**config.mk**
```make
export PLATFORM = sky130hd
export DESIGN_NAME = csdec_window
export DESIGN_NICKNAME = d
export VERILOG_FILES = /design/src/rtl/csdec_pkg.sv /design/src/rtl/csdec_range_reg.sv /design/src/rtl/csdec_seg_match.sv /design/src/rtl/csdec_prio.sv /design/src/rtl/csdec_window.sv
export SDC_FILE = /design/constraint.sdc
export NUM_CORES = 1
export LEC_CHECK = 0
export ABC_AREA = 1
export BUFFER_PORTS_ARGS = -buffer_cell sky130_fd_sc_hd__buf_2
export CAP_MARGIN = 20
export CELL_PAD_IN_SITES_DETAIL_PLACEMENT = 2
export CELL_PAD_IN_SITES_GLOBAL_PLACEMENT = 2
export CORE_ASPECT_RATIO = 0.6
export CORE_UTILIZATION = 30
export DETAILED_ROUTE_END_ITERATION = 7
export GPL_ROUTABILITY_DRIVEN = 0
export GPL_TIMING_DRIVEN = 0
export PLACE_DENSITY = 0.75
export SYNTH_ARGS = -nofsm -noshare
export SYNTH_HDL_FRONTEND = slang
export SYNTH_SLANG_ARGS = --single-unit
```
**constraint.sdc**
```tcl
create_clock -name clk -period 20.7 [get_ports clk]
set_input_delay 3.105 -clock clk [delete_from_list [all_inputs] [get_ports clk]]
set_output_delay 3.105 -clock clk [all_outputs]
set_load 0.005 [all_outputs]
```
**src/rtl/csdec_pkg.sv**
```systemverilog
// Package: shared constants and the segment descriptor for the window decoder.
// Assumes a 28-bit window offset split into an 8-bit megabyte number above
// bit 20; modules take these as parameter defaults.
package csdec_pkg;
    localparam int CSD_NUM_CS = 5;
    localparam int CSD_OFF_W  = 28;
    localparam int CSD_MB_LSB = 20;
    localparam int CSD_REG_W  = 32;
    localparam int CSD_MB_W   = CSD_OFF_W - CSD_MB_LSB;

    // One decoded segment: enable plus inclusive first/last megabyte.
    typedef struct packed {
        logic                en;
        logic [CSD_MB_W-1:0] last_mb;
        logic [CSD_MB_W-1:0] first_mb;
    } seg_t;
endpackage

```
**src/rtl/csdec_range_reg.sv**
```systemverilog
// Module: one chip select's range register.
// Extracts the first/last megabyte fields from a write, accepts an all-zero
// pair (disable) or a legal segment (at least two units long, start aligned to
// its own size) and drops anything else. Assumes one write per cycle at most.
module csdec_range_reg
    import csdec_pkg::*;
#(
    parameter int OFF_W  = CSD_OFF_W,
    parameter int MB_LSB = CSD_MB_LSB,
    parameter int REG_W  = CSD_REG_W
) (
    input  logic             clk,
    input  logic             rst_n,
    input  logic             wr_en,
    input  logic [REG_W-1:0] wr_data,
    output seg_t             seg
);
    localparam int MB_W      = OFF_W - MB_LSB;
    localparam int FIRST_LSB = MB_LSB - 16;

    logic [MB_W-1:0] wr_first;
    logic [MB_W-1:0] wr_last;
    logic [MB_W:0]   wr_size;
    logic            wr_clear;
    logic            wr_legal;

    // Field extraction and layout legality of the incoming write.
    always_comb begin
        wr_first = wr_data[FIRST_LSB +: MB_W];
        wr_last  = wr_data[MB_LSB +: MB_W];
        wr_clear = (wr_first == '0) && (wr_last == '0);
        wr_size  = {1'b0, wr_last} - {1'b0, wr_first} + {{MB_W{1'b0}}, 1'b1};
        if (wr_last > wr_first) begin
            wr_legal = (({1'b0, wr_first} % wr_size) == '0);
        end else begin
            wr_legal = 1'b0;
        end
    end

    // Register update: disable, load a legal segment, or keep contents.
    always_ff @(posedge clk) begin
        if (!rst_n) begin
            seg <= '0;
        end else if (wr_en && wr_clear) begin
            seg <= '0;
        end else if (wr_en && wr_legal) begin
            seg.en       <= 1'b1;
            seg.first_mb <= wr_first;
            seg.last_mb  <= wr_last;
        end
    end

    // An enabled segment always spans at least two units.
    p_seg_order_r9: assert property (@(posedge clk) disable iff (!rst_n)
        seg.en |-> (seg.last_mb > seg.first_mb));

    // A refused write leaves the register untouched.
    p_bad_write_kept_r10: assert property (@(posedge clk) disable iff (!rst_n)
        (wr_en && !wr_clear && !wr_legal) |=> $stable(seg));

    // A disabled register carries all-zero fields.
    p_off_is_zero_r5: assert property (@(posedge clk) disable iff (!rst_n)
        !seg.en |-> (seg.first_mb == '0 && seg.last_mb == '0));
endmodule

```
**src/rtl/csdec_seg_match.sv**
```systemverilog
// Module: compares one window offset against one segment.
// Produces the hit flag and the offset relative to the segment's first
// megabyte. Purely combinational; assumes the segment is well formed.
module csdec_seg_match
    import csdec_pkg::*;
#(
    parameter int OFF_W  = CSD_OFF_W,
    parameter int MB_LSB = CSD_MB_LSB
) (
    input  seg_t             seg,
    input  logic [OFF_W-1:0] offset,
    output logic             hit,
    output logic [OFF_W-1:0] rel
);
    localparam int MB_W = OFF_W - MB_LSB;

    logic [MB_W-1:0] off_mb;

    // Inclusive range compare and relative offset subtraction.
    always_comb begin
        off_mb = offset[MB_LSB +: MB_W];
        hit    = seg.en && (off_mb >= seg.first_mb) && (off_mb <= seg.last_mb);
        rel    = offset - {seg.first_mb, {MB_LSB{1'b0}}};
    end
endmodule

```
**src/rtl/csdec_prio.sv**
```systemverilog
// Module: lowest-index priority pick over the per-segment hits.
// Reports whether any segment hit, the winning index, its relative offset
// and whether two or more segments hit at once.
module csdec_prio #(
    parameter int N     = 5,
    parameter int OFF_W = 28,
    parameter int IDX_W = 3
) (
    input  logic [N-1:0]       hit,
    input  logic [N*OFF_W-1:0] rel_flat,
    output logic               any,
    output logic [IDX_W-1:0]   idx,
    output logic [OFF_W-1:0]   sel_rel,
    output logic               multi
);
    // Scan from the top so the lowest hitting index is the last assignment.
    always_comb begin
        any     = 1'b0;
        idx     = '0;
        sel_rel = '0;
        for (int i = N - 1; i >= 0; i--) begin
            if (hit[i]) begin
                any     = 1'b1;
                idx     = IDX_W'(i);
                sel_rel = rel_flat[i*OFF_W +: OFF_W];
            end
        end
        multi = |(hit & (hit - N'(1)));
    end
endmodule

```
**src/rtl/csdec_window.sv**
```systemverilog
// Module: chip-select address window decoder (top).
// Holds NUM_CS range registers, decodes every lookup against all of them in
// parallel and registers the result one cycle later. Assumes a single writer
// on the configuration port and at most one lookup per cycle.
module csdec_window
    import csdec_pkg::*;
#(
    parameter int NUM_CS = CSD_NUM_CS,
    parameter int OFF_W  = CSD_OFF_W,
    parameter int MB_LSB = CSD_MB_LSB,
    parameter int REG_W  = CSD_REG_W,
    parameter int IDX_W  = (NUM_CS > 1) ? $clog2(NUM_CS) : 1
) (
    input  logic             clk,
    input  logic             rst_n,
    input  logic             cfg_we,
    input  logic [IDX_W-1:0] cfg_sel,
    input  logic [REG_W-1:0] cfg_wdata,
    input  logic             req_valid,
    input  logic [OFF_W-1:0] req_offset,
    output logic             rsp_valid,
    output logic             rsp_hit,
    output logic [IDX_W-1:0] rsp_cs,
    output logic [OFF_W-1:0] rsp_rel,
    output logic             rsp_miss,
    output logic             rsp_overlap
);
    seg_t [NUM_CS-1:0]       segs;
    logic [NUM_CS-1:0]       hits;
    logic [NUM_CS*OFF_W-1:0] rels;
    logic                    any_hit;
    logic [IDX_W-1:0]        win_idx;
    logic [OFF_W-1:0]        win_rel;
    logic                    many_hit;

    // One range register and one comparator per chip select.
    for (genvar g = 0; g < NUM_CS; g++) begin : g_cs
        logic sel_me;
        assign sel_me = cfg_we && (cfg_sel == IDX_W'(g));

        csdec_range_reg #(
            .OFF_W (OFF_W),
            .MB_LSB(MB_LSB),
            .REG_W (REG_W)
        ) u_reg (
            .clk    (clk),
            .rst_n  (rst_n),
            .wr_en  (sel_me),
            .wr_data(cfg_wdata),
            .seg    (segs[g])
        );

        csdec_seg_match #(
            .OFF_W (OFF_W),
            .MB_LSB(MB_LSB)
        ) u_match (
            .seg   (segs[g]),
            .offset(req_offset),
            .hit   (hits[g]),
            .rel   (rels[g*OFF_W +: OFF_W])
        );
    end

    csdec_prio #(
        .N    (NUM_CS),
        .OFF_W(OFF_W),
        .IDX_W(IDX_W)
    ) u_prio (
        .hit     (hits),
        .rel_flat(rels),
        .any     (any_hit),
        .idx     (win_idx),
        .sel_rel (win_rel),
        .multi   (many_hit)
    );

    // Result register: owner, relative offset, miss fill and overlap flag.
    always_ff @(posedge clk) begin
        if (!rst_n) begin
            rsp_valid   <= 1'b0;
            rsp_hit     <= 1'b0;
            rsp_miss    <= 1'b0;
            rsp_overlap <= 1'b0;
            rsp_cs      <= '0;
            rsp_rel     <= '0;
        end else begin
            rsp_valid   <= req_valid;
            rsp_hit     <= req_valid && any_hit;
            rsp_miss    <= req_valid && !any_hit;
            rsp_overlap <= req_valid && many_hit;
            if (req_valid) begin
                rsp_cs  <= any_hit ? win_idx : '0;
                rsp_rel <= any_hit ? win_rel : '1;
            end
        end
    end

    // A result only follows a sampled request.
    p_rsp_after_req_r11: assert property (@(posedge clk) disable iff (!rst_n)
        rsp_valid |-> $past(req_valid));

    // Hit and miss are flags of a valid result and exclude each other.
    p_flags_need_valid_r7: assert property (@(posedge clk) disable iff (!rst_n)
        (rsp_hit || rsp_miss) |-> (rsp_valid && (rsp_hit != rsp_miss)));

    // A miss carries the fill pattern and no owner.
    p_miss_fill_r7: assert property (@(posedge clk) disable iff (!rst_n)
        rsp_miss |-> (rsp_rel == '1 && rsp_cs == '0 && !rsp_overlap));

    // Overlap is only reported together with a hit.
    p_overlap_hit_r6: assert property (@(posedge clk) disable iff (!rst_n)
        rsp_overlap |-> rsp_hit);

    // Writes to an index with no register leave every segment as it was.
    p_cfg_oob_r8: assert property (@(posedge clk) disable iff (!rst_n)
        (cfg_we && (int'(cfg_sel) >= NUM_CS)) |=> $stable(segs));
endmodule

```
---- Word-level counts from Yosys, hierarchy flattened ----
Cells that the tools add are included.
storage, ports and cells
  output and inout port bits .............. 35
  bits of input ports ..................... 67
  logic and storage cells ................. 105
  bits in registers ....................... 120
cells by class
  mux-type cells .......................... 18
  add/subtract/negate cells ............... 8
  order comparisons ....................... 11
  reduce and logical (&&, ||, !) cells .... 40
  bitwise logic cells ..................... 2
  divide/modulo/power cells ............... 1
  eq/ne operators ......................... 4
operator list
  operator                                           number
  two-way mux 28 bit                                 6
  subtractor 28 bit                                  5
  >= comparator 8 bit                                5
  <= comparator 8 bit                                5
  logical AND 1 bit                                  29
  two-way mux 3 bit                                  6
  zero test 8 bit                                    2
  OR reduction 2 bit                                 5
  adder 9 x 1 -> 9 bit (second input constant)       1
  zero test 9 bit                                    1
  remainder unit 8 x 9 -> 9 bit                      1
  subtractor 8 x 8 -> 9 bit                          1
  greater-than comparator 8 bit                      1
  == test 3 x 2 -> 1 bit (second input constant)     2
  two-way mux 1 bit                                  6
  AND 5 bit                                          1
  OR reduction 5 bit                                 1
  subtractor 5 x 1 -> 5 bit (second input constant)  1
  == test 3 x 1 -> 1 bit (second input constant)     1
  == test 3 bit (second input constant)              1
  zero test 3 bit                                    1
  zero test 1 bit                                    1
  inverter 1 bit                                     1

---- Logic depth before layout (Yosys ltp) ----
Gate-level depths: netlist (run 1).
  depth after elaboration ................. 10
  gate-level depth with buffers ........... 105

---- Cells and area by module ----
Synthesis (run 1) repeated with hierarchy kept, for this count alone.
unflattened totals
  cell total of the unflattened synthesis .. 4049
  area, all modules ....................... 25379.3 um^2
by module, submodules not included
  module                                 cells each  sequential area each (um^2)  area each (um^2)  instances
  csdec_range_reg (g_cs[3].u_reg ...)    574         340.3                        3694.8            2
  csdec_range_reg (g_cs[2].u_reg)        578         340.3                        3754.9            1
  csdec_range_reg (g_cs[1].u_reg)        589         340.3                        3744.8            1
  csdec_range_reg (g_cs[0].u_reg)        575         340.3                        3726.1            1
  csdec_seg_match (g_cs[1].u_match ...)  129         0.0                          787.0             4
  csdec_prio                             355         0.0                          1566.5            1
  csdec_window                           158         700.7                        1260.0            1
  csdec_seg_match (g_cs[0].u_match)      130         0.0                          789.5             1

---- Worst setup path after synthesis (run 1) ----
Ideal clock, no wire load.
  kind .................................... input port to flip-flop
  from .................................... in cfg_wdata[5]
  to ...................................... reg g_cs[2].u_reg.seg[1] (netlist name)
  arrival time ............................ 15119 ps
  path slack .............................. 5517 ps
  stages .................................. 100
  cells stage by stage .................... inv_1 ha_1 inv_1 ha_1 fa_1 or2_2 nand2_1 nand3_1 nor2_1 nand4_1 nand2_1 inv_1 ha_1 inv_1 o21bai_1 nand2_1 inv_1 nor2_1 [... 64 more ...] a21oi_1 o21ai_1 nand4_1 nand3_1 nand2_1 nand3b_1 a21oi_2 inv_1 nor3_1 inv_1 o21ai_1 nand2_1 nor2_8 nand3_4 buf_6 nand2_2 inv_1 nor2_1
between the ends
  cells in the longest elaborated chain, start to end .. 6
RTL lines
  item                           RTL line               RTL
  start, declared                csdec_window.sv:18     input logic [REG_W-1:0] cfg_wdata,
  subtractor 8 x 8 -> 9 bit      csdec_range_reg.sv:32  wr_size = {1'b0, wr_last} - {1'b0, wr_first} + {{MB_W{1'b0}}, 1'b1};
  adder 9 x 1 -> 9 bit           csdec_range_reg.sv:32
  remainder unit 8 x 9 -> 9 bit  csdec_range_reg.sv:34  wr_legal = (({1'b0, wr_first} % wr_size) == '0);
  zero test 9 bit                csdec_range_reg.sv:34
  two-way mux 1 bit              csdec_range_reg.sv:33  if (wr_last > wr_first) begin
  logical AND 1 bit              csdec_range_reg.sv:46  end else if (wr_en && wr_legal) begin
Parallel ways exist; a longest one is shown, timed or not.
A chain may end at the register's enable or synchronous reset.

---- Worst setup path in the final report (run 1) ----
  from .................................... in cfg_wdata[4]
  to ...................................... reg g_cs[0].u_reg.seg[4] (netlist name)
between the ends
  cells in the longest elaborated chain, start to end .. 6
RTL lines
  item                           RTL line
  subtractor 8 x 8 -> 9 bit      csdec_range_reg.sv:32
  adder 9 x 1 -> 9 bit           csdec_range_reg.sv:32
  remainder unit 8 x 9 -> 9 bit  csdec_range_reg.sv:34
  zero test 9 bit                csdec_range_reg.sv:34
  two-way mux 1 bit              csdec_range_reg.sv:33
  logical AND 1 bit              csdec_range_reg.sv:46
Parallel ways exist; a longest one is shown, timed or not.

==> out/qor.txt, run 1 <==
Crit path kind -> input port to flop
Post-synth top cells -> nand2_1 (368), inv_1 (342), nor2_1 (160)
Synth Flop Type -> dfxtp_1
Yosys top cell area share -> 21.5%
WL final -> 45.9 mm
Synth Register Bits -> 120
Syn Area/Cell -> 6.59 µm²
First-pass GRT wire length -> 70.3 mm
Clk sinks -> 120
Mapped Nets -> 1,913
Postcts setup bufs -> 0
Horiz. Die Dim -> 251 µm
DRC Markers -> 0
F_max -> 53.4 MHz
Most used cell, CP -> nand2_1
Post-Synthesis Cells -> 1,694
Worst Path Required -> 21.03 ns
Min-Delay Endpoint -> g_cs[2].u_reg.seg[16]$_SDFFE_PP0P_
Outcome -> finished, final reports clean
CTS tree -> built
CTS resizes -> 0
Maximum vdd drop -> 0.0637 mV
Hold_ws -> 0.455 ns
Synth area leaders -> dfxtp_1 (22%), ha_1 (16%), nand2_1 (12%)
Sequential cell area -> 2400 µm²
Grt total ovfl -> 0
Final setup fails -> 0
Die area -> 38,000 µm²
Crit path largest cell delay -> 0.46 ns
IO Port Bufs -> 84
Critical path's slowest cell -> ha_1
Wire per inst -> 20.1 µm
Crit end category -> flop
# H-tree levels -> 4
Final Hold Fails -> 0
Crit path DAT -> 19.04 ns
Syn Std Cell Area -> 11,200 µm²
P per Cell Area -> 77.6 nW/µm²
Initial antenna violation count -> 0
NumNets Final -> 2,016
Asr flop ratio synth -> 0%
DP HPWL -> 37.3 mm
Layout cell share with drive strength beyond 1 -> 11.4%
Crit share post-route -> 90.4%
Reg-to-reg endpoint -> rsp_rel[5]$_SDFFE_PN0P_
CORE AREA -> 36,500 µm²
CTS Buffer Depth -> 2
CTS root buf -> clkbuf_16
Starting Density -> 30.6%
Post-synthesis sequential area ratio -> 21.5%
Min cycle time layout -> 18.71 ns
EDFF count, synth -> 0
Max Transition Viols Final -> 0
Area Overhead vs Synth -> 14.6%
Clock skew -> 0.00975 ns
CTS Hold Buffers Added -> 0
Worst-path fanout max -> 10
Starting DRT DRC Count -> 513
RSZ-0062 raised after global routing -> false
FF-to-FF Start -> g_cs[0].u_reg.seg[3]$_SDFFE_PP0P_
Max-cap viol count -> 0
First-pass DRT Iterations -> 5
Vias in the first global route -> 12,300
Post-synth cell types -> 52
Largest net degree at the start of global routing -> 17
# rows -> 54
Vias/cell -> 5.10
Worst rel slew slack -> 43.7%
N_diodes -> 0
Total CTS buffers -> 17
Flop2flop setup slack -> 16.89 ns
DRT antenna net count -> 0
Clock-pin slew on the worst setup and hold paths -> 0.06 ns
Reg2reg path depth -> 20
# IOs -> 102
Leak -> 6.58 nW
Hold Path Depth -> 2
Die H -> 151 µm
Clock Latency Late Sink -> 0.44 ns
Vias -> 11,700
Total global-route track usage -> 24.5%
Hold WC Path Type -> flop to flop
Yosys top cell by area -> dfxtp_1
Worst Tran Pin Value -> 0.844 ns
Setup TNS Final -> 0 ns
Fill count -> 4,477
Yosys warnings -> 0
Top-count cell post-synth -> nand2_1
Critical path launch point type -> input port
Min-delay src -> g_cs[2].u_reg.seg[16]$_SDFFE_PP0P_
Multi-input logic area -> 7180 µm²
worst max path at each step:
stage,from,end,slack [ns],depth (start not counted)
after CTS,cfg_wdata[4],g_cs[0].u_reg.seg[4]$_SDFFE_PP0P_,2.05,98
final,cfg_wdata[4],g_cs[0].u_reg.seg[4]$_SDFFE_PP0P_,1.99,98
after detailed placement,cfg_wdata[4],g_cs[3].u_reg.seg[14]$_SDFFE_PP0P_,1.61,98
after global routing,cfg_wdata[4],g_cs[3].u_reg.seg[13]$_SDFFE_PP0P_,0.41,98
after floorplan,cfg_wdata[5],g_cs[2].u_reg.seg[1]$_SDFFE_PP0P_,5.52,100
after global placement,cfg_wdata[4],g_cs[0].u_reg.seg[7]$_SDFFE_PP0P_,2.36,98
per-stage QoR:
| step | total power [W] | setup slack, ns | utilization (%) | area [µm²] | instances |
|---|---|---|---|---|---|
| global route | 0.00105 | 0.405 | 35.1 | 12800 | 2286 |
| global placement | 0.000648 | 2.36 | 33.4 | 12200 | 2254 |
| detailed placement | 0.000670 | 1.61 | 33.4 | 12200 | 2254 |
| finish | 0.000992 | 1.99 | 35.1 | 12800 | 2286 |
| floorplan | 0.000539 | 5.52 | - | 11200 | 1694 |
| CTS | 0.000995 | 2.05 | 35.1 | 12800 | 2286 |
power breakdown:
group,internal [W],switching (W),leakage (nW)
sequential,0.000235,0.00000213,0.976
combinational,0.000138,0.000296,5.31
clock,0.000199,0.000122,0.299
total,0.000572,0.000420,6.58
layout by cell type, fill, tap and decap left out, types with 4 or more instances in the layout:
master       n
nand2_1    368
inv_1      342
nor2_1     160
ha_1       142
dfxtp_1    120
buf_2      103
nand4_1     99
a21oi_1     80
nand3_1     57
o21ai_0     56
xor2_1      27
clkbuf_1    23
o221ai_1    23
nand2_2     19
clkbuf_16   17
xnor2_1     12
o21ai_1     11
or2_2       11
nand3_2     10
nor3_1      10
fa_1        10
a211oi_1     8
clkinv_1     7
o21bai_1     7
nand3_4      6
and2_1       5
o211ai_1     5
buf_6        5
o22ai_1      5
nand2_4      4
o21ai_2      4
area by class of cell:
type / instances / area share [%]
repair buffers: 84 / 3.29
clock inverters: 11 / 1.14
multi-input cells: 1174 / 56.1
plain buffers: 51 / 2.09
clock buffers: 21 / 3.68
inverters: 349 / 10.2
well taps: 476 / 4.65
flip-flops and latches: 120 / 18.8
sequential cells by signal (all words and copies together), names as in the netlist:
name / count
rsp_hit: 1
rsp_rel: 28
rsp_valid: 1
rsp_cs: 3
rsp_miss: 1
rsp_overlap: 1
g_cs.u_reg.seg: 85
logic make-up after synthesis:
kind of cell | Yosys count | synth area share, %
flops | 120 | 21.5
buf+inv | 400 | 14.1
fa+ha+maj | 152 | 17.7
simple gates | 766 | 32.0
compound gates | 216 | 11.5
other cells | 1 | 0.0336
xor+xnor | 39 | 3.06
critical path, delay by kind of cell:
family | cells | cell delay (ns)
and+or+nand+nor | 52 | 6.65
adders and majority gates | 10 | 3.26
buffers and inverters | 18 | 2.44
AOI/OAI and AO/OA | 18 | 3.56
routing by layer:
layer	vias up	global-route usage (%)	part of all wire, %
met1	5787	36.6	54
met5	-	1.56	0.17
met4	2	4.82	0.94
met2	176	36.5	41
li1	5667	-	-
met3	30	3.99	4.1
Power figures use the tool's default switching activity.
==> run 2, diff against run 1 <==
- CTS_CLUSTER_SIZE: default -> 10
- GPL_TIMING_DRIVEN: 0 -> 1
==> run 2 against run 1 <==
Compared with the run above: wire length shrank 4.3%; clock power shrank 5%; combinational power shrank 6.7%; non-clock buffer count shrank 42; sequential power is essentially flat; register-to-register slack gained 0.19 ns; clock skew is essentially flat; critical path depth shrank 1; clock-buffer cell count is the same; sequential cell count is the same; worst hold slack gained 0.0019 ns.
==> out/qor.txt, run 2 (same netlist as run 1, synthesis figures left out) <==
Grt total ovfl -> 0 (unchanged)
Hold_ws -> 0.457 ns (was 0.455 ns)
CTS Hold Buffers Added -> 0 (unchanged)
Critical path launch point type -> input port (unchanged)
Crit path largest cell delay -> 0.51 ns (was 0.46 ns)
Most used cell, CP -> nand2_1 (unchanged)
Fin area -> 12,600 µm² (was 12,800 µm²)
Final Power -> 0.000948 W (was 0.000992 W)
Crit end category -> flop (unchanged)
Vias in the first global route -> 12,000 (was 12,300)
DP HPWL -> 33.6 mm (was 37.3 mm)
Reg2reg path depth -> 21 (was 20)
# IOs -> 102 (unchanged)
Clock-pin slew on the worst setup and hold paths -> 0.06 ns (about the same)
Hold Path Depth -> 2 (unchanged)
Clock skew -> 0.00949 ns (was 0.00975 ns)
Vias/cell -> 5.15 (was 5.10)
Critical path's slowest cell -> clkinv_1 (was ha_1)
Postcts setup bufs -> 0 (unchanged)
First-pass GRT wire length -> 68.4 mm (was 70.3 mm)
Worst setup path start -> cfg_wdata[4] (unchanged)
CTS resizes -> 0 (unchanged)
CTS Buffer Depth -> 2 (unchanged)
Worst Path Required -> 21.03 ns (about the same)
Maximum vdd drop -> 0.0801 mV (was 0.0637 mV)
Final worst slack -> 1.75 ns (was 1.99 ns)
N_diodes -> 0 (unchanged)
# H-tree levels -> 4 (unchanged)
Clk sinks -> 120 (unchanged)
Crit share post-route -> 91.6% (was 90.4%)
Area Overhead vs Synth -> 12.8% (was 14.6%)
Crit path kind -> input port to flop (unchanged)
Min cycle time layout -> 18.95 ns (was 18.71 ns)
Leak -> 6.46 nW (was 6.58 nW)
CTS root buf -> clkbuf_16 (unchanged)
First-pass DRT Iterations -> 5 (unchanged)
Most frequent cells in the layout -> nand2_1 (368), inv_1 (342), nor2_1 (160) (unchanged)
Worst-path fanout max -> 80 (was 10)
FF-to-FF Start -> g_cs[3].u_reg.seg[3]$_SDFFE_PP0P_ (was g_cs[0].u_reg.seg[3]$_SDFFE_PP0P_)
Horiz. Die Dim -> 251 µm (unchanged)
Starting DRT DRC Count -> 549 (was 513)
Max reg flops -> 85 (unchanged)
Outcome -> finished, final reports clean (unchanged)
Total CTS buffers -> 17 (unchanged)
CTS tree -> built (unchanged)
Post-DP Area -> 12,000 µm² (was 12,200 µm²)
Largest net degree at the start of global routing -> 86 (was 17)
P per Cell Area -> 75.3 nW/µm² (was 77.6 nW/µm²)
Wire per inst -> 19.6 µm (was 20.1 µm)
RSZ-0062 raised after global routing -> false (unchanged)
WL final -> 43.9 mm (was 45.9 mm)
Max Transition Viols Final -> 0 (unchanged)
Largest Register -> g_cs.u_reg.seg (unchanged)
F_max -> 52.8 MHz (was 53.4 MHz)
Clock Latency Late Sink -> 0.44 ns (about the same)
NumNets Final -> 1,974 (was 2,016)
Crit path DAT -> 19.29 ns (was 19.04 ns)
Worst rel slew slack -> 30.7% (was 43.7%)
Max-cap viol count -> 0 (unchanged)
Final Hold Fails -> 0 (unchanged)
Die area -> 38,000 µm² (unchanged)
Starting Density -> 30.6% (unchanged)
DRC Markers -> 0 (unchanged)
Hold WC Path Type -> flop to flop (unchanged)
Top flop regs -> g_cs.u_reg.seg: 85 flops, rsp_rel: 28 flops, rsp_cs: 3 flops (unchanged)
Die H -> 151 µm (unchanged)
Setup TNS Final -> 0 ns (unchanged)
Vias -> 11,600 (was 11,700)
IO Port Bufs -> 85 (was 84)
Min-delay src -> g_cs[0].u_reg.seg[16]$_SDFFE_PP0P_ (was g_cs[2].u_reg.seg[16]$_SDFFE_PP0P_)
Most common cell after layout, fill and taps aside -> nand2_1 (unchanged)
# rows -> 54 (unchanged)
Initial antenna violation count -> 0 (unchanged)
Setup WS pre-CTS -> 1.15 ns (was 1.61 ns)
Layout cell share with drive strength beyond 1 -> 10.6% (was 11.4%)
Worst Tran Pin Value -> 1.04 ns (was 0.844 ns)
Flop2flop setup slack -> 17.08 ns (was 16.89 ns)
Total global-route track usage -> 23.5% (was 24.5%)
DRT antenna net count -> 0 (unchanged)
CORE AREA -> 36,500 µm² (unchanged)
Final setup fails -> 0 (unchanged)
==> run 2: cell count changes in the layout (fill, tap and decap cells not counted), sizes merged <==
cell,change
clkbuf,-22
bufinv,-1
buf,-20
inv,+1
clkinv,-2
clkinvlp,+2
==> run 2: where the power goes <==
group | internal [W] | switching (W)
Clock | 0.000183 | 0.000122
Combinational | 0.000123 | 0.000282
Sequential | 0.000235 | 0.00000209
==> run 2: stage by stage <==
stage | cells | util (%)
2_1_floorplan | 1694 | -
3_3_place_gp | 2211 | 32.8
3_5_place_dp | 2211 | 32.8
4_1_cts | 2243 | 34.4
5_1_grt | 2244 | 34.5
6_report | 2244 | 34.5
==> run 2: worst paths after layout <==
kind	end
max	g_cs[0].u_reg.seg[5]$_SDFFE_PP0P_
min	g_cs[0].u_reg.seg[16]$_SDFFE_PP0P_
max reg2reg	rsp_rel[25]$_SDFFE_PN0P_
min reg2reg	g_cs[0].u_reg.seg[16]$_SDFFE_PP0P_
==> run 2: area by class of cell <==
cell class | count | area (µm²)
fill | 4501 | 23900
multi-input combinational | 1174 | 7190
clock inverter | 11 | 123
sequential | 120 | 2400
tap | 476 | 596
inverter | 349 | 1310
timing repair buffer | 93 | 509
clock buffer | 21 | 460
==> run 2: routing by layer <==
layer	track usage (%)	vias to the layer above	wire, µm
met4	4.63	0	570
li1	-	5589	-
met1	35.7	5752	23500
met5	0	-	0
met3	3.25	41	1750
met2	34.9	168	18100
==> run 2: critical path, delay by kind of cell <==
| family | cells | cell delay (ns) |
|---|---|---|
| AO/OA/AOI/OAI | 18 | 3.23 |
| adder cells (fa/ha/maj) | 10 | 3.29 |
| buffers and inverters | 17 | 2.66 |
| AND/OR/NAND/NOR | 52 | 6.93 |
==> run 3, diff against run 2 <==
==> constraint.sdc (replaced) <==
create_clock -name clk -period 20.7 [get_ports clk]
set_input_delay 2.07 -clock clk [delete_from_list [all_inputs] [get_ports clk]]
set_output_delay 2.07 -clock clk [all_outputs]
set_load 0.005 [all_outputs]
==> run 3 against run 2 <==
Compared with the run above: register-to-register slack got worse by 0.04 ns; final area rose by 0.43%; power rose by 3.0%; via count fell by 0.81%; setup slack improved by 0.23 ns; combinational power barely moved; sequential power barely moved; utilization rose by 0.15 points; largest power group unchanged; sequential share of layout area fell by 0.081 points; fmax rose by 1.2%; critical endpoint is now g_cs[0].u_reg.seg[14]$_SDFFE_PP0P_; worst hold slack got worse by 0.0043 ns; clock-buffer cell count rose by 1.
==> out/qor.txt, run 3 (same netlist as run 1, synthesis figures left out) <==
Total CTS buffers -> 17 (unchanged)
Vias in the first global route -> 12,100 (was 12,000)
RSZ-0062 raised after global routing -> false (unchanged)
CTS Hold Buffers Added -> 0 (unchanged)
First-pass DRT Iterations -> 5 (unchanged)
Initial antenna violation count -> 0 (unchanged)
CTS Buffer Depth -> 2 (unchanged)
Worst rel slew slack -> 33.0% (was 30.7%)
Crit share post-route -> 90.4% (was 91.6%)
Worst-path fanout max -> 48 (was 80)
Critical Path Sink -> g_cs[0].u_reg.seg[14]$_SDFFE_PP0P_ (was g_cs[0].u_reg.seg[5]$_SDFFE_PP0P_)
F_max -> 53.4 MHz (was 52.8 MHz)
Clk sinks -> 120 (unchanged)
Most frequent cells in the layout -> nand2_1 (368), inv_1 (342), nor2_1 (160) (unchanged)
Starting DRT DRC Count -> 537 (was 549)
Layout cell share with drive strength beyond 1 -> 10.6% (unchanged)
Vias -> 11,500 (was 11,600)
Crit path largest cell delay -> 0.73 ns (was 0.51 ns)
IO Port Bufs -> 85 (unchanged)
Critical path's slowest cell -> a21oi_4 (was clkinv_1)
FF-to-FF Start -> g_cs[2].u_reg.seg[3]$_SDFFE_PP0P_ (was g_cs[3].u_reg.seg[3]$_SDFFE_PP0P_)
Largest net degree at the start of global routing -> 86 (unchanged)
Most common cell after layout, fill and taps aside -> nand2_1 (unchanged)
Die H -> 151 µm (unchanged)
Hold Path Depth -> 2 (unchanged)
Reg2reg path depth -> 18 (was 21)
N_diodes -> 0 (unchanged)
Vias/cell -> 5.11 (was 5.15)
Wire per inst -> 19.8 µm (was 19.6 µm)
Starting Density -> 30.6% (unchanged)
Reg-to-reg endpoint -> rsp_rel[13]$_SDFFE_PN0P_ (was rsp_rel[25]$_SDFFE_PN0P_)
Postcts setup bufs -> 0 (unchanged)
Worst Path Required -> 21.04 ns (was 21.03 ns)
Final Hold Fails -> 0 (unchanged)
Crit path kind -> input port to flop (unchanged)
DP HPWL -> 34.5 mm (was 33.6 mm)
Post-DP Area -> 12,000 µm² (unchanged)
Final core utilization -> 34.7% (was 34.5%)
DRC Markers -> 0 (unchanged)
Crit end category -> flop (unchanged)
Clock Latency Late Sink -> 0.45 ns (was 0.44 ns)
Min cycle time layout -> 18.72 ns (was 18.95 ns)
Clock skew -> 0.0130 ns (was 0.00949 ns)
Horiz. Die Dim -> 251 µm (unchanged)
# H-tree levels -> 4 (unchanged)
Largest Register -> g_cs.u_reg.seg (unchanged)
P per Cell Area -> 77.2 nW/µm² (was 75.3 nW/µm²)
Die area -> 38,000 µm² (unchanged)
Clock-pin slew on the worst setup and hold paths -> 0.06 ns (about the same)
Hold WC Path Type -> flop to flop (unchanged)
# rows -> 54 (unchanged)
Flop2flop setup slack -> 17.04 ns (was 17.08 ns)
CTS root buf -> clkbuf_16 (unchanged)
Total global-route track usage -> 23.8% (was 23.5%)
Outcome -> finished, final reports clean (unchanged)
DRT antenna net count -> 0 (unchanged)
First-pass GRT wire length -> 68.8 mm (was 68.4 mm)
NumNets Final -> 1,974 (unchanged)
Max Transition Viols Final -> 0 (unchanged)
Final setup fails -> 0 (unchanged)
CTS tree -> built (unchanged)
# IOs -> 102 (unchanged)
Worst setup path start -> cfg_wdata[4] (unchanged)
Grt total ovfl -> 0 (unchanged)
Leak -> 6.49 nW (was 6.46 nW)
Most used cell, CP -> nand2_1 (unchanged)
Final worst slack -> 1.98 ns (was 1.75 ns)
Crit path DAT -> 19.06 ns (was 19.29 ns)
Final Power -> 0.000976 W (was 0.000948 W)
Maximum vdd drop -> 0.0681 mV (was 0.0801 mV)
CORE AREA -> 36,500 µm² (unchanged)
Top flop regs -> g_cs.u_reg.seg: 85 flops, rsp_rel: 28 flops, rsp_cs: 3 flops (unchanged)
WL final -> 44.4 mm (was 43.9 mm)
Critical path launch point type -> input port (unchanged)
Max reg flops -> 85 (unchanged)
Setup TNS Final -> 0 ns (unchanged)
Worst Tran Pin Value -> 1.01 ns (was 1.04 ns)
CTS resizes -> 0 (unchanged)
Fin area -> 12,600 µm² (about the same)
Setup WS pre-CTS -> 1.70 ns (was 1.15 ns)
Max-cap viol count -> 0 (unchanged)
Area Overhead vs Synth -> 13.3% (was 12.8%)
## run 3: cell count changes in the layout (fill, tap and decap cells not counted), sizes merged
cell	change
clkinvlp	-2
clkbuf	+1
clkinv	-1
bufinv	+2
## run 3: metal layers
metal	vias up	routed length, µm	global-route usage [%]
met5	-	0	0
met4	0	513	5.24
met3	36	1320	2.97
met2	141	18700	36.1
met1	5700	23900	35.4
li1	5579	-	-
## run 3: cell type report
cell class,instances,area (µm²)
multi-input cells,1174,7190
clock buffers,22,474
flip-flops and latches,120,2400
inverters,349,1310
clock inverters,10,166
repair buffers,93,505
fillers,4508,23800
well taps,476,596
## run 3: worst max-delay path, delay by kind of cell
kind | cells | cell delay, ns
adder cells (fa/ha/maj) | 10 | 3.29
AND/OR/NAND/NOR | 52 | 7.02
AO/OA/AOI/OAI | 18 | 3.88
buffers and inverters | 17 | 2.74
## run 3: how the worst min path moves through the flow
| stage | startpoint | endpoint | slack, ns |
|---|---|---|---|
| 4_1_cts | g_cs[3].u_reg.seg[16]$_SDFFE_PP0P_ | g_cs[3].u_reg.seg[16]$_SDFFE_PP0P_ | 0.46 |
| 3_3_place_gp | g_cs[3].u_reg.seg[16]$_SDFFE_PP0P_ | g_cs[3].u_reg.seg[16]$_SDFFE_PP0P_ | 0.44 |
| 3_5_place_dp | g_cs[3].u_reg.seg[16]$_SDFFE_PP0P_ | g_cs[3].u_reg.seg[16]$_SDFFE_PP0P_ | 0.45 |
| 5_1_grt | g_cs[3].u_reg.seg[16]$_SDFFE_PP0P_ | g_cs[3].u_reg.seg[16]$_SDFFE_PP0P_ | 0.48 |
| 2_1_floorplan | g_cs[0].u_reg.seg[16]$_SDFFE_PP0P_ | g_cs[0].u_reg.seg[16]$_SDFFE_PP0P_ | 0.43 |
| 6_report | g_cs[3].u_reg.seg[16]$_SDFFE_PP0P_ | g_cs[3].u_reg.seg[16]$_SDFFE_PP0P_ | 0.45 |
## run 3: metrics by stage
stage	instances	hold WS (ns)
2_1_floorplan	1694	0.427
3_3_place_gp	2211	0.437
3_5_place_dp	2211	0.446
4_1_cts	2243	0.456
5_1_grt	2244	0.482
6_report	2244	0.453
## run 3: power breakdown
part | internal [W] | leakage, nW | switching [W]
Clock | 0.000212 | 0.307 | 0.000123
Combinational | 0.000123 | 5.20 | 0.000281
Sequential | 0.000235 | 0.976 | 0.00000207
Total | 0.000570 | 6.49 | 0.000406
